`config.mk`:
```
export PLATFORM = sky130hd
export DESIGN_NAME = spi_cmd_front
export DESIGN_NICKNAME = d
export VERILOG_FILES = /design/src/rtl/spi_cmd_pkg.sv /design/src/rtl/spi_in_sync.sv /design/src/rtl/spi_frame_shift.sv /design/src/rtl/spi_frame_judge.sv /design/src/rtl/spi_cmd_front.sv
export SDC_FILE = /design/constraint.sdc
export NUM_CORES = 1
export LEC_CHECK = 0
export ABC_AREA = 0
export BUFFER_PORTS_ARGS = -buffer_cell sky130_fd_sc_hd__buf_2
export CORE_ASPECT_RATIO = 0.5
export CORE_MARGIN = 4
export CORE_UTILIZATION = 59
export DETAILED_ROUTE_END_ITERATION = 16
export GPL_TIMING_DRIVEN = 0
export PLACE_DENSITY = 0.9
export SLEW_MARGIN = 20
export SYNTH_ARGS = -nofsm -noshare
export SYNTH_HDL_FRONTEND = slang
export SYNTH_HIERARCHICAL = 1
export SYNTH_SLANG_ARGS = --single-unit
```
`constraint.sdc`:
```
create_clock -name clk -period 4.4 [get_ports clk]
set_input_delay 0.88 -clock clk [delete_from_list [all_inputs] [get_ports clk]]
set_output_delay 0.88 -clock clk [all_outputs]
set_load 0.05 [all_outputs]
```
`src/rtl/spi_cmd_pkg.sv`:
```
package spi_cmd_pkg;

   typedef enum logic [3:0] {
      CMD_NONE  = 4'd0,
      CMD_WREN  = 4'd1,
      CMD_WRDI  = 4'd2,
      CMD_PROG  = 4'd3,
      CMD_SECT  = 4'd4,
      CMD_HALF  = 4'd5,
      CMD_BLOCK = 4'd6,
      CMD_CHIP  = 4'd7,
      CMD_WSTAT = 4'd8,
      CMD_SLEEP = 4'd9,
      CMD_READ  = 4'd10,
      CMD_FREAD = 4'd11,
      CMD_RSTAT = 4'd12
   } cmd_e;

   function automatic cmd_e op_decode(input logic [7:0] op);
      case (op)
         8'h06:   return CMD_WREN;
         8'h04:   return CMD_WRDI;
         8'h02:   return CMD_PROG;
         8'h20:   return CMD_SECT;
         8'h52:   return CMD_HALF;
         8'hD8:   return CMD_BLOCK;
         8'hC7:   return CMD_CHIP;
         8'h01:   return CMD_WSTAT;
         8'hB9:   return CMD_SLEEP;
         8'h03:   return CMD_READ;
         8'h0B:   return CMD_FREAD;
         8'h05:   return CMD_RSTAT;
         default: return CMD_NONE;
      endcase
   endfunction

   function automatic logic needs_wel(input cmd_e c);
      return (c == CMD_PROG) || (c == CMD_SECT) || (c == CMD_HALF) ||
             (c == CMD_BLOCK) || (c == CMD_CHIP) || (c == CMD_WSTAT);
   endfunction

   function automatic logic has_addr(input cmd_e c);
      return (c == CMD_PROG) || (c == CMD_SECT) || (c == CMD_HALF) ||
             (c == CMD_BLOCK);
   endfunction

endpackage

```
`src/rtl/spi_in_sync.sv`:
```
module spi_in_sync #(
   parameter int STAGES = 2
) (
   input  logic clk,
   input  logic rst_n,
   input  logic sck,
   input  logic cs_n,
   input  logic mosi,
   output logic cs_s,
   output logic mosi_s,
   output logic sck_rise,
   output logic cs_rise
);
   logic [2:0] raw, cur;
   logic       sck_q, cs_q;

   assign raw = {sck, cs_n, mosi};

   if (STAGES == 0) begin : g_direct
      assign cur = raw;
   end else begin : g_sync
      logic [2:0] pipe [STAGES];
      always_ff @(posedge clk or negedge rst_n) begin
         if (!rst_n) begin
            for (int i = 0; i < STAGES; i++) pipe[i] <= 3'b010;
         end else begin
            pipe[0] <= raw;
            for (int i = 1; i < STAGES; i++) pipe[i] <= pipe[i-1];
         end
      end
      assign cur = pipe[STAGES-1];
   end

   always_ff @(posedge clk or negedge rst_n) begin
      if (!rst_n) begin
         sck_q <= 1'b0;
         cs_q  <= 1'b1;
      end else begin
         sck_q <= cur[2];
         cs_q  <= cur[1];
      end
   end

   assign cs_s     = cur[1];
   assign mosi_s   = cur[0];
   assign sck_rise = cur[2] & ~sck_q;
   assign cs_rise  = cur[1] & ~cs_q;
endmodule

```
`src/rtl/spi_frame_shift.sv`:
```
module spi_frame_shift #(
   parameter int BC_W = 10
) (
   input  logic            clk,
   input  logic            rst_n,
   input  logic            cs_s,
   input  logic            sck_rise,
   input  logic            mosi_s,
   output logic [7:0]      opcode,
   output logic [BC_W-1:0] nbytes,
   output logic [23:0]     addr,
   output logic            aligned,
   output logic            byte_done
);
   logic [2:0] bitcnt;
   logic [7:0] sh;
   logic [7:0] nxt;

   assign nxt     = {sh[6:0], mosi_s};
   assign aligned = (bitcnt == 3'd0);

   always_ff @(posedge clk or negedge rst_n) begin
      if (!rst_n) begin
         bitcnt    <= '0;
         sh        <= '0;
         nbytes    <= '0;
         opcode    <= '0;
         addr      <= '0;
         byte_done <= 1'b0;
      end else if (cs_s) begin
         bitcnt    <= '0;
         sh        <= '0;
         nbytes    <= '0;
         opcode    <= '0;
         addr      <= '0;
         byte_done <= 1'b0;
      end else begin
         byte_done <= 1'b0;
         if (sck_rise) begin
            bitcnt <= bitcnt + 3'd1;
            sh     <= nxt;
            if (bitcnt == 3'd7) begin
               byte_done <= 1'b1;
               if (nbytes != '1) nbytes <= nbytes + BC_W'(1);
               if (nbytes == '0) opcode <= nxt;
               else if (nbytes <= BC_W'(3)) addr <= {addr[15:0], nxt};
            end
         end
      end
   end
endmodule

```
`src/rtl/spi_frame_judge.sv`:
```
module spi_frame_judge
   import spi_cmd_pkg::*;
#(
   parameter int BC_W  = 10,
   parameter int CNT_W = 9
) (
   input  logic             clk,
   input  logic             rst_n,
   input  logic             cs_rise,
   input  logic             byte_done,
   input  logic [7:0]       opcode,
   input  logic [BC_W-1:0]  nbytes,
   input  logic [23:0]      addr,
   input  logic             aligned,
   input  logic             busy,
   output logic             exec_valid,
   output logic [3:0]       exec_cmd,
   output logic [23:0]      exec_addr,
   output logic [CNT_W-1:0] exec_count,
   output logic             wel,
   output logic             rd_start,
   output logic [3:0]       rd_cmd,
   output logic [23:0]      rd_addr
);
   cmd_e            cmd;
   logic [BC_W-1:0] after, pp_n;
   logic            shape_ok, go, rd_go;

   assign cmd   = (nbytes != '0) ? op_decode(opcode) : CMD_NONE;
   assign after = nbytes - BC_W'(1);
   assign pp_n  = after - BC_W'(3);

   always_comb begin
      case (cmd)
         CMD_WREN, CMD_WRDI, CMD_CHIP, CMD_SLEEP: shape_ok = 1'b1;
         CMD_PROG:                   shape_ok = (after >= BC_W'(4));
         CMD_SECT, CMD_HALF, CMD_BLOCK: shape_ok = (after == BC_W'(3));
         CMD_WSTAT:                  shape_ok = (after == BC_W'(1));
         default:                    shape_ok = 1'b0;
      endcase
   end

   assign go = cs_rise && aligned && shape_ok && !busy && (!needs_wel(cmd) || wel);

   assign rd_go = byte_done &&
                  (((cmd == CMD_RSTAT) && (nbytes == BC_W'(1))) ||
                   (((cmd == CMD_READ) || (cmd == CMD_FREAD)) &&
                    (nbytes == BC_W'(4)) && !busy));

   always_ff @(posedge clk or negedge rst_n) begin
      if (!rst_n) begin
         exec_valid <= 1'b0;
         exec_cmd   <= '0;
         exec_addr  <= '0;
         exec_count <= '0;
         wel        <= 1'b0;
         rd_start   <= 1'b0;
         rd_cmd     <= '0;
         rd_addr    <= '0;
      end else begin
         exec_valid <= go;
         rd_start   <= rd_go;
         if (go) begin
            exec_cmd  <= cmd;
            exec_addr <= has_addr(cmd) ? addr : 24'd0;
            if (cmd == CMD_PROG)
               exec_count <= pp_n[BC_W-1] ? '1 : pp_n[CNT_W-1:0];
            else if (cmd == CMD_WSTAT)
               exec_count <= CNT_W'(1);
            else
               exec_count <= '0;
            if (cmd == CMD_WREN) wel <= 1'b1;
            else if ((cmd == CMD_WRDI) || needs_wel(cmd)) wel <= 1'b0;
         end
         if (rd_go) begin
            rd_cmd  <= cmd;
            rd_addr <= addr;
         end
      end
   end
endmodule

```
`src/rtl/spi_cmd_front.sv`:
```
module spi_cmd_front #(
   parameter int CNT_W       = 9,
   parameter int SYNC_STAGES = 2
) (
   input  logic             clk,
   input  logic             rst_n,
   input  logic             spi_sck,
   input  logic             spi_cs_n,
   input  logic             spi_mosi,
   input  logic             busy_i,
   output logic             exec_valid_o,
   output logic [3:0]       exec_cmd_o,
   output logic [23:0]      exec_addr_o,
   output logic [CNT_W-1:0] exec_count_o,
   output logic             wel_o,
   output logic             rd_start_o,
   output logic [3:0]       rd_cmd_o,
   output logic [23:0]      rd_addr_o
);
   localparam int BC_W = CNT_W + 1;

   if (CNT_W < 2) begin : g_bad_cnt
      $error("CNT_W must be at least 2");
   end
   if (SYNC_STAGES < 0) begin : g_bad_sync
      $error("SYNC_STAGES must not be negative");
   end

   logic            cs_s, mosi_s, sck_rise, cs_rise;
   logic [7:0]      opcode;
   logic [BC_W-1:0] nbytes;
   logic [23:0]     addr;
   logic            aligned, byte_done;

   spi_in_sync #(.STAGES(SYNC_STAGES)) u_sync (
      .clk(clk), .rst_n(rst_n), .sck(spi_sck), .cs_n(spi_cs_n), .mosi(spi_mosi),
      .cs_s(cs_s), .mosi_s(mosi_s), .sck_rise(sck_rise), .cs_rise(cs_rise)
   );

   spi_frame_shift #(.BC_W(BC_W)) u_shift (
      .clk(clk), .rst_n(rst_n), .cs_s(cs_s), .sck_rise(sck_rise), .mosi_s(mosi_s),
      .opcode(opcode), .nbytes(nbytes), .addr(addr), .aligned(aligned),
      .byte_done(byte_done)
   );

   spi_frame_judge #(.BC_W(BC_W), .CNT_W(CNT_W)) u_judge (
      .clk(clk), .rst_n(rst_n), .cs_rise(cs_rise), .byte_done(byte_done),
      .opcode(opcode), .nbytes(nbytes), .addr(addr), .aligned(aligned),
      .busy(busy_i), .exec_valid(exec_valid_o), .exec_cmd(exec_cmd_o),
      .exec_addr(exec_addr_o), .exec_count(exec_count_o), .wel(wel_o),
      .rd_start(rd_start_o), .rd_cmd(rd_cmd_o), .rd_addr(rd_addr_o)
   );
endmodule

```
==> results of run 1 <==
==> per-stage QoR <==
step,utilization (%),cells,instance area [µm²],hold WS (ps),worst slack [ps]
global placement,66.9,863,6990,334,847
finish,72.8,896,7600,347,913
detailed placement,67.2,864,7020,341,1010
CTS,72.8,896,7600,354,938
floorplan,-,650,6450,331,1380
global route,72.8,896,7600,365,673
==> layout make-up <==
cell class                      count  area, µm²  share of cell area (%)
Clock buffer                       18        439                    5.77
Timing Repair Buffer               74        399                    5.25
Buffer                             33        200                    2.63
Sequential cell                   129       3230                    42.5
Inverter                           41        154                    2.02
Tap cell                          140        175                    2.30
Clock inverter                     14        144                    1.89
Multi-Input combinational cell    447       2860                    37.6
==> cells in the mapped netlist, types with 7 or more instances <==
master / n
xnor2_1: 11
a21oi_1: 20
mux2_1: 11
ha_1: 9
nand2_1: 138
nor2b_1: 8
nand2_2: 20
nor2_1: 40
or3_1: 7
a21oi_2: 20
clkbuf_1: 18
nand3_1: 7
inv_1: 41
o21ai_0: 7
buf_6: 9
nand2b_1: 8
nor3_1: 16
dfrtp_1: 126
mux2i_1: 44
==> worst min-delay path by stage <==
stage	startpoint	to	slack (ps)	depth (start not counted)
2_1_floorplan	u_sync/g_sync.pipe[3]$_DFF_PN0_	u_sync/cur[0]$_DFF_PN0_	330	0
3_3_place_gp	u_sync/g_sync.pipe[5]$_DFF_PN0_	u_sync/cur[2]$_DFF_PN0_	330	0
3_5_place_dp	u_sync/g_sync.pipe[5]$_DFF_PN0_	u_sync/cur[2]$_DFF_PN0_	340	0
4_1_cts	u_sync/g_sync.pipe[3]$_DFF_PN0_	u_sync/cur[0]$_DFF_PN0_	350	0
5_1_grt	u_sync/g_sync.pipe[4]$_DFF_PN1_	u_sync/cur[1]$_DFF_PN1_	370	0
6_report	u_sync/g_sync.pipe[3]$_DFF_PN0_	u_sync/cur[0]$_DFF_PN0_	350	0
==> worst max-delay path, cell delays in order (launching register included) <==
cell	delay [ps]
dfrtp_1	450
buf_2	210
inv_1	130
ha_1	150
buf_2	210
nor4b_2	280
a32oi_1	130
a211oi_2	410
nand3_1	120
a211oi_1	250
nor3_1	120
or3_4	410
buf_6	160
mux2_1	320
==> cell families after synthesis <==
family,synth area share [%]
adders and majority gates,1.75
DFF,50.1
xor gates and xnor gates,2.04
buffers and inverters,5.49
and+or+nand+nor,22.0
AOI/OAI and AO/OA,9.32
muxes,9.28
==> flip-flops by register name, summed over array words and instances, names as in the netlist, 3 cells and up <==
signal,cells
u_judge/rd_cmd,4
u_sync/cur,3
u_shift/sh,7
u_judge/exec_addr,24
u_shift/addr,24
u_shift/nbytes,10
u_judge/exec_cmd,4
u_sync/g_sync.pipe,3
u_shift/bitcnt,3
u_judge/exec_count,9
u_judge/rd_addr,24
u_shift/opcode,8
==> routing by layer <==
metal  wire length, µm  vias to the layer above
met5                 0                        -
met4               267                        0
met3              1100                       34
met2              7300                      233
met1              6660                     2531
li1                  -                     2370
==> power by group <==
group,internal (W),total (W),switching (W)
Combinational,0.0000129,0.0000544,0.0000416
Clock,0.000809,0.00138,0.000572
Sequential,0.00119,0.00120,0.00000436
==> results.py, run 1 <==
metrics = {
    "cells_and_area": {
        "filler_cell_count": 731,
        "final_common_cell": "nand2_1",
        "drive_gt1_share_pct": 24.3,
        "nNetsFinal": 758,
        "diodes": 0,
        "syn2layout_area_growth_pct": 18.0,
        "mostFrequentLayoutCells": "138 x nand2_1, 126 x dfrtp_1, 76 x buf_2",
    },
    "global_routing": {
        "grt_max_degree": 77,
        "grt_pass1_vias": 5104,
        "use_met3_pct": 5.58,
        "gr-total-overflow": 0,
        "top_usage_layer": "met2",
        "gr-usage-met1_pct": 33.1,
        "grt_pass1_wl_um": 25200,
        "gr-usage-met2_pct": 41.7,
        "track_usage_pct": 25.1,
        "antenna_found_initial": 0,
    },
    "clock_tree": {
        "cts_hold_buf": 0,
        "cts_resized": 0,
        "cts_buffers": 17,
        "post-cts-setup-buffers": 0,
        "root_buffer": "clkbuf_16",
        "h-tree-depth": 4,
        "clock_path_buffers": 2,
        "path_clk_slew_ps": 60,
        "cts.sinks": 129,
        "clk_latency_ps": 420,
        "tritoncts": "done",
    },
    "floorplan": {
        "start_util_pct": 61.7,
        "die_h_um": 81.9,
        "die_w_um": 156,
        "dieArea_mm2": 0.0128,
        "core_area_mm2": 0.0104,
        "ioPinCount": 74,
        "std_cell_rows": 26,
    },
    "status": {
        "outcome": "complete, no violations",
    },
    "worst_setup_path": {
        "endpoint": "u_judge/exec_count[7]$_DFFE_PN0P_",
        "start_kind": "register",
        "crit_fanout": 10,
        "r2r-end": "u_judge/exec_count[7]$_DFFE_PN0P_",
        "worstSetupEndpointType": "register",
        "r2r_slack_ps": 910,
        "crit_type": "register to register",
        "rr_startpoint": "u_shift/nbytes[0]$_DFFE_PN0P_",
        "critPathRequiredTime_ps": 4690,
        "r2r_cells": 13,
        "cp-startpoint": "u_shift/nbytes[0]$_DFFE_PN0P_",
        "arrival_ps": 3780,
    },
    "power_and_ir_drop": {
        "total_power_w": 0.00263,
        "p_leak_nw": 3.88,
        "ir_worst_vdd_mv": 0.325,
        "pwr_density_cell_mw_per_mm2": 346,
    },
    "placed_design": {
        "place_congestion": 0.924,
        "dpl.hpwl_um": 10100,
        "port-buffer-count": 73,
    },
    "logic_synthesis": {
        "syn_avg_cell_area_um2": 9.92,
        "synthArstFlopShare_pct": 100,
        "syn_area_mm2": 0.00645,
        "syn_inst": 650,
        "ys_seq_elements": 129,
        "synth_top_cell_area_share_pct": 48.9,
        "synth_edf_count": 0,
        "netlist-cell-type-count": 67,
        "synth_area_leaders": "dfrtp_1 49%, nand2_1 8.0%, mux2i_1 6.8%",
        "seq_area_frac_synth_pct": 50.1,
        "yosys_warnings": 6,
        "synthFlopType": "dfrtp_1",
        "syn-num-nets": 665,
        "synth_area_leader_cell": "dfrtp_1",
    },
    "route": {
        "via_count": 5168,
        "antenna_left": 0,
        "drt-initial-drc-count": 422,
        "wl_um": 15300,
        "first_pass_iters": 5,
        "drcViolationCount": 0,
        "vias_per_cell": 5.77,
        "post_drt_wl_per_cell_um": 17.1,
    },
    "sta": {
        "maxSlewViolCount": 0,
        "setup_viol": 0,
        "period_share_pct": 79.2,
        "timing_worst_slew_pin_value_ps": 992,
        "hold_violations": 0,
        "slew_headroom_pct": 33.7,
        "worst_clock_skew_ps": 8.99,
        "tns_ps": 0,
        "fin_crit_ps": 3490,
        "rsz0062_at_grt": "no",
        "fmax_ghz": 0.287,
    },
    "flow_run": {
        "drv_cap": 0,
    },
    "worst_hold_path": {
        "hold_class": "register to register",
    },
}
Note: power is estimated with default switching activity, not from simulation.
==> run 2, diff against run 1 <==
CORE_UTILIZATION = 53   (was 59)
PLACE_DENSITY = 0.86   (was 0.9)
clock period = 3 ns   (was 4.4 ns; I/O delays follow)
==> results.py, run 2 (synthesis gave the netlist of run 1 again) <==
metrics = {
    "status": {
        "outcome": "complete, but fails checks",
        "violations": "negative setup slack",
    },
    "floorplan": {
        "std_cell_rows": 28,
        "die_w_um": 164,
        "core_area_mm2": 0.0118,
        "dieArea_mm2": 0.0141,
        "start_util_pct": 54.4,
        "ioPinCount": 74,
        "die_h_um": 86.0,
    },
    "worst_setup_path": {
        "critPathRequiredTime_ps": 3300,
        "worstSetupEndpointType": "register",
        "start_kind": "register",
        "crit_chain": "inv_6, ha_4, buf_6, nor2_1, a31oi_2, a211oi_2, buf_4, nand3_2, a211oi_2, nor3_2, or3_4, buf_12, buf_12, mux2i_4",
        "cp_top_family": "simple AND/OR/NAND/NOR gates",
        "cpMaxStageDelayCell": "dfrtp_2",
        "crit_type": "register to register",
        "path_buf_inv": 5,
        "arrival_ps": 3370,
        "crit_fanout": 6,
        "cpPeakStageDelay_ps": 450,
    },
    "global_routing": {
        "grt_pass1_vias": 5121,
        "antenna_found_initial": 0,
        "grt_pass1_wl_um": 25700,
        "grt_max_degree": 80,
        "track_usage_pct": 22.9,
        "gr-total-overflow": 0,
    },
    "placed_design": {
        "port-buffer-count": 73,
        "dpl.hpwl_um": 9980,
        "post-place-ws_ps": -416,
        "place_congestion": 0.936,
    },
    "cells_and_area": {
        "syn2layout_area_growth_pct": 26.7,
        "drive_gt1_share_pct": 33.1,
        "mostFrequentLayoutCells": "138 x nand2_1, 118 x dfrtp_1, 74 x buf_2",
        "final_common_cell": "nand2_1",
        "reg.largest.list": "u_judge/exec_addr x24, u_judge/rd_addr x24, u_shift/addr x24",
        "nNetsFinal": 784,
        "final_util_pct": 69.0,
        "diodes": 0,
    },
    "sta": {
        "hold_ws_ps": 121,
        "rsz0062_at_grt": "yes",
        "timing_worst_slew_pin_value_ps": 850,
        "fin_ws_ps": -68.5,
        "period_share_pct": 102,
        "worst_clock_skew_ps": 8.86,
        "maxSlewViolCount": 0,
        "tns_ps": -610,
        "fmax_ghz": 0.326,
        "setup_viol": 29,
        "slew_headroom_pct": 43.3,
        "fin_crit_ps": 3070,
        "hold_violations": 0,
    },
    "clock_tree": {
        "clock_path_buffers": 2,
        "root_buffer": "clkbuf_16",
        "cts_hold_buf": 0,
        "tritoncts": "done",
        "cts.sinks": 129,
        "cts_buffers": 17,
        "path_clk_slew_ps": 60,
        "clk_latency_ps": 420,
        "h-tree-depth": 4,
    },
    "power_and_ir_drop": {
        "total_power_w": 0.00397,
        "seq_power_share_pct": 44.3,
        "switchingPower_w": 0.000912,
        "p_int_w": 0.00305,
        "ir_worst_vdd_mv": 0.394,
        "p_leak_nw": 4.15,
        "clock_power_share_pct": 53.7,
        "pwr_density_cell_mw_per_mm2": 485,
        "power_frac_comb_pct": 2.0,
        "swShare_pct": 23.0,
    },
    "route": {
        "first_pass_iters": 6,
        "drcViolationCount": 0,
        "post_drt_wl_per_cell_um": 18.3,
        "antenna_left": 0,
        "wl_um": 17300,
        "drt-initial-drc-count": 729,
        "vias_per_cell": 5.81,
        "via_count": 5501,
    },
    "flow_run": {
        "drv_cap": 0,
    },
    "worst_hold_path": {
        "hold_class": "input pin to async pin",
    },
}
run 2: final timing paths:
path | slack (ps) | end | depth (start not counted) | start
max | -70 | u_judge/exec_addr[15]$_DFFE_PN0P_ | 14 | u_shift/nbytes[0]$_DFFE_PN0P_
max reg2reg | -70 | u_judge/exec_addr[15]$_DFFE_PN0P_ | 14 | u_shift/nbytes[0]$_DFFE_PN0P_
max in group asynchronous | 2110 | u_sync/g_sync.pipe[4]$_DFF_PN1_ | 2 | rst_n
min | 120 | u_shift/addr[9]$_DFFE_PN0P_ | 1 | rst_n
min reg2reg | 350 | u_sync/cur[0]$_DFF_PN0_ | 0 | u_sync/g_sync.pipe[3]$_DFF_PN0_
min in group clk | 280 | u_sync/g_sync.pipe[4]$_DFF_PN1_ | 1 | spi_cs_n
run 2: stage by stage:
stage | cell area (µm²) | cells
after detailed placement | 7050 | 889
after global routing | 8170 | 947
after global placement | 7020 | 888
after CTS | 7880 | 931
final | 8170 | 947
after floorplan | 6450 | 650
run 2: area by class of cell:
cell class,instances,area [µm²]
buffer,30,233
tap,165,206
multi-input combinational,447,3050
inverter,41,159
fill,796,3670
clock buffer,19,453
sequential,129,3240
clock inverter,13,150
timing repair buffer,103,679
run 2: per-layer routing:
| metal | up-vias | part of all wire, % | global-route usage, % | wire length (µm) |
|---|---|---|---|---|
| li1 | 2426 | - | - | - |
| met1 | 2653 | 40 | 30.2 | 6880 |
| met2 | 341 | 48 | 38.2 | 8290 |
| met3 | 81 | 9.0 | 5.38 | 1560 |
| met4 | 0 | 3.4 | 6.93 | 593 |
| met5 | - | 0 | 0 | 0 |
run 2: power by group through the flow:
stage	sequential [W]	combinational, W	clock [W]
final	0.00176	0.0000801	0.00213
after global routing	0.00176	0.0000907	0.00222
after CTS	0.00176	0.0000813	0.00213
after detailed placement	0.00179	0.0000809	0
after global placement	0.00179	0.0000732	0
after floorplan	0.00179	0.0000285	0
run 2: what timing repair did:
action                     in CTS  in global routing
gates resized for setup        31                 36
cloned                          1                  1
setup endpoints to repair      58                 59
setup buffers                   9                 18
pin swaps                       7                  9
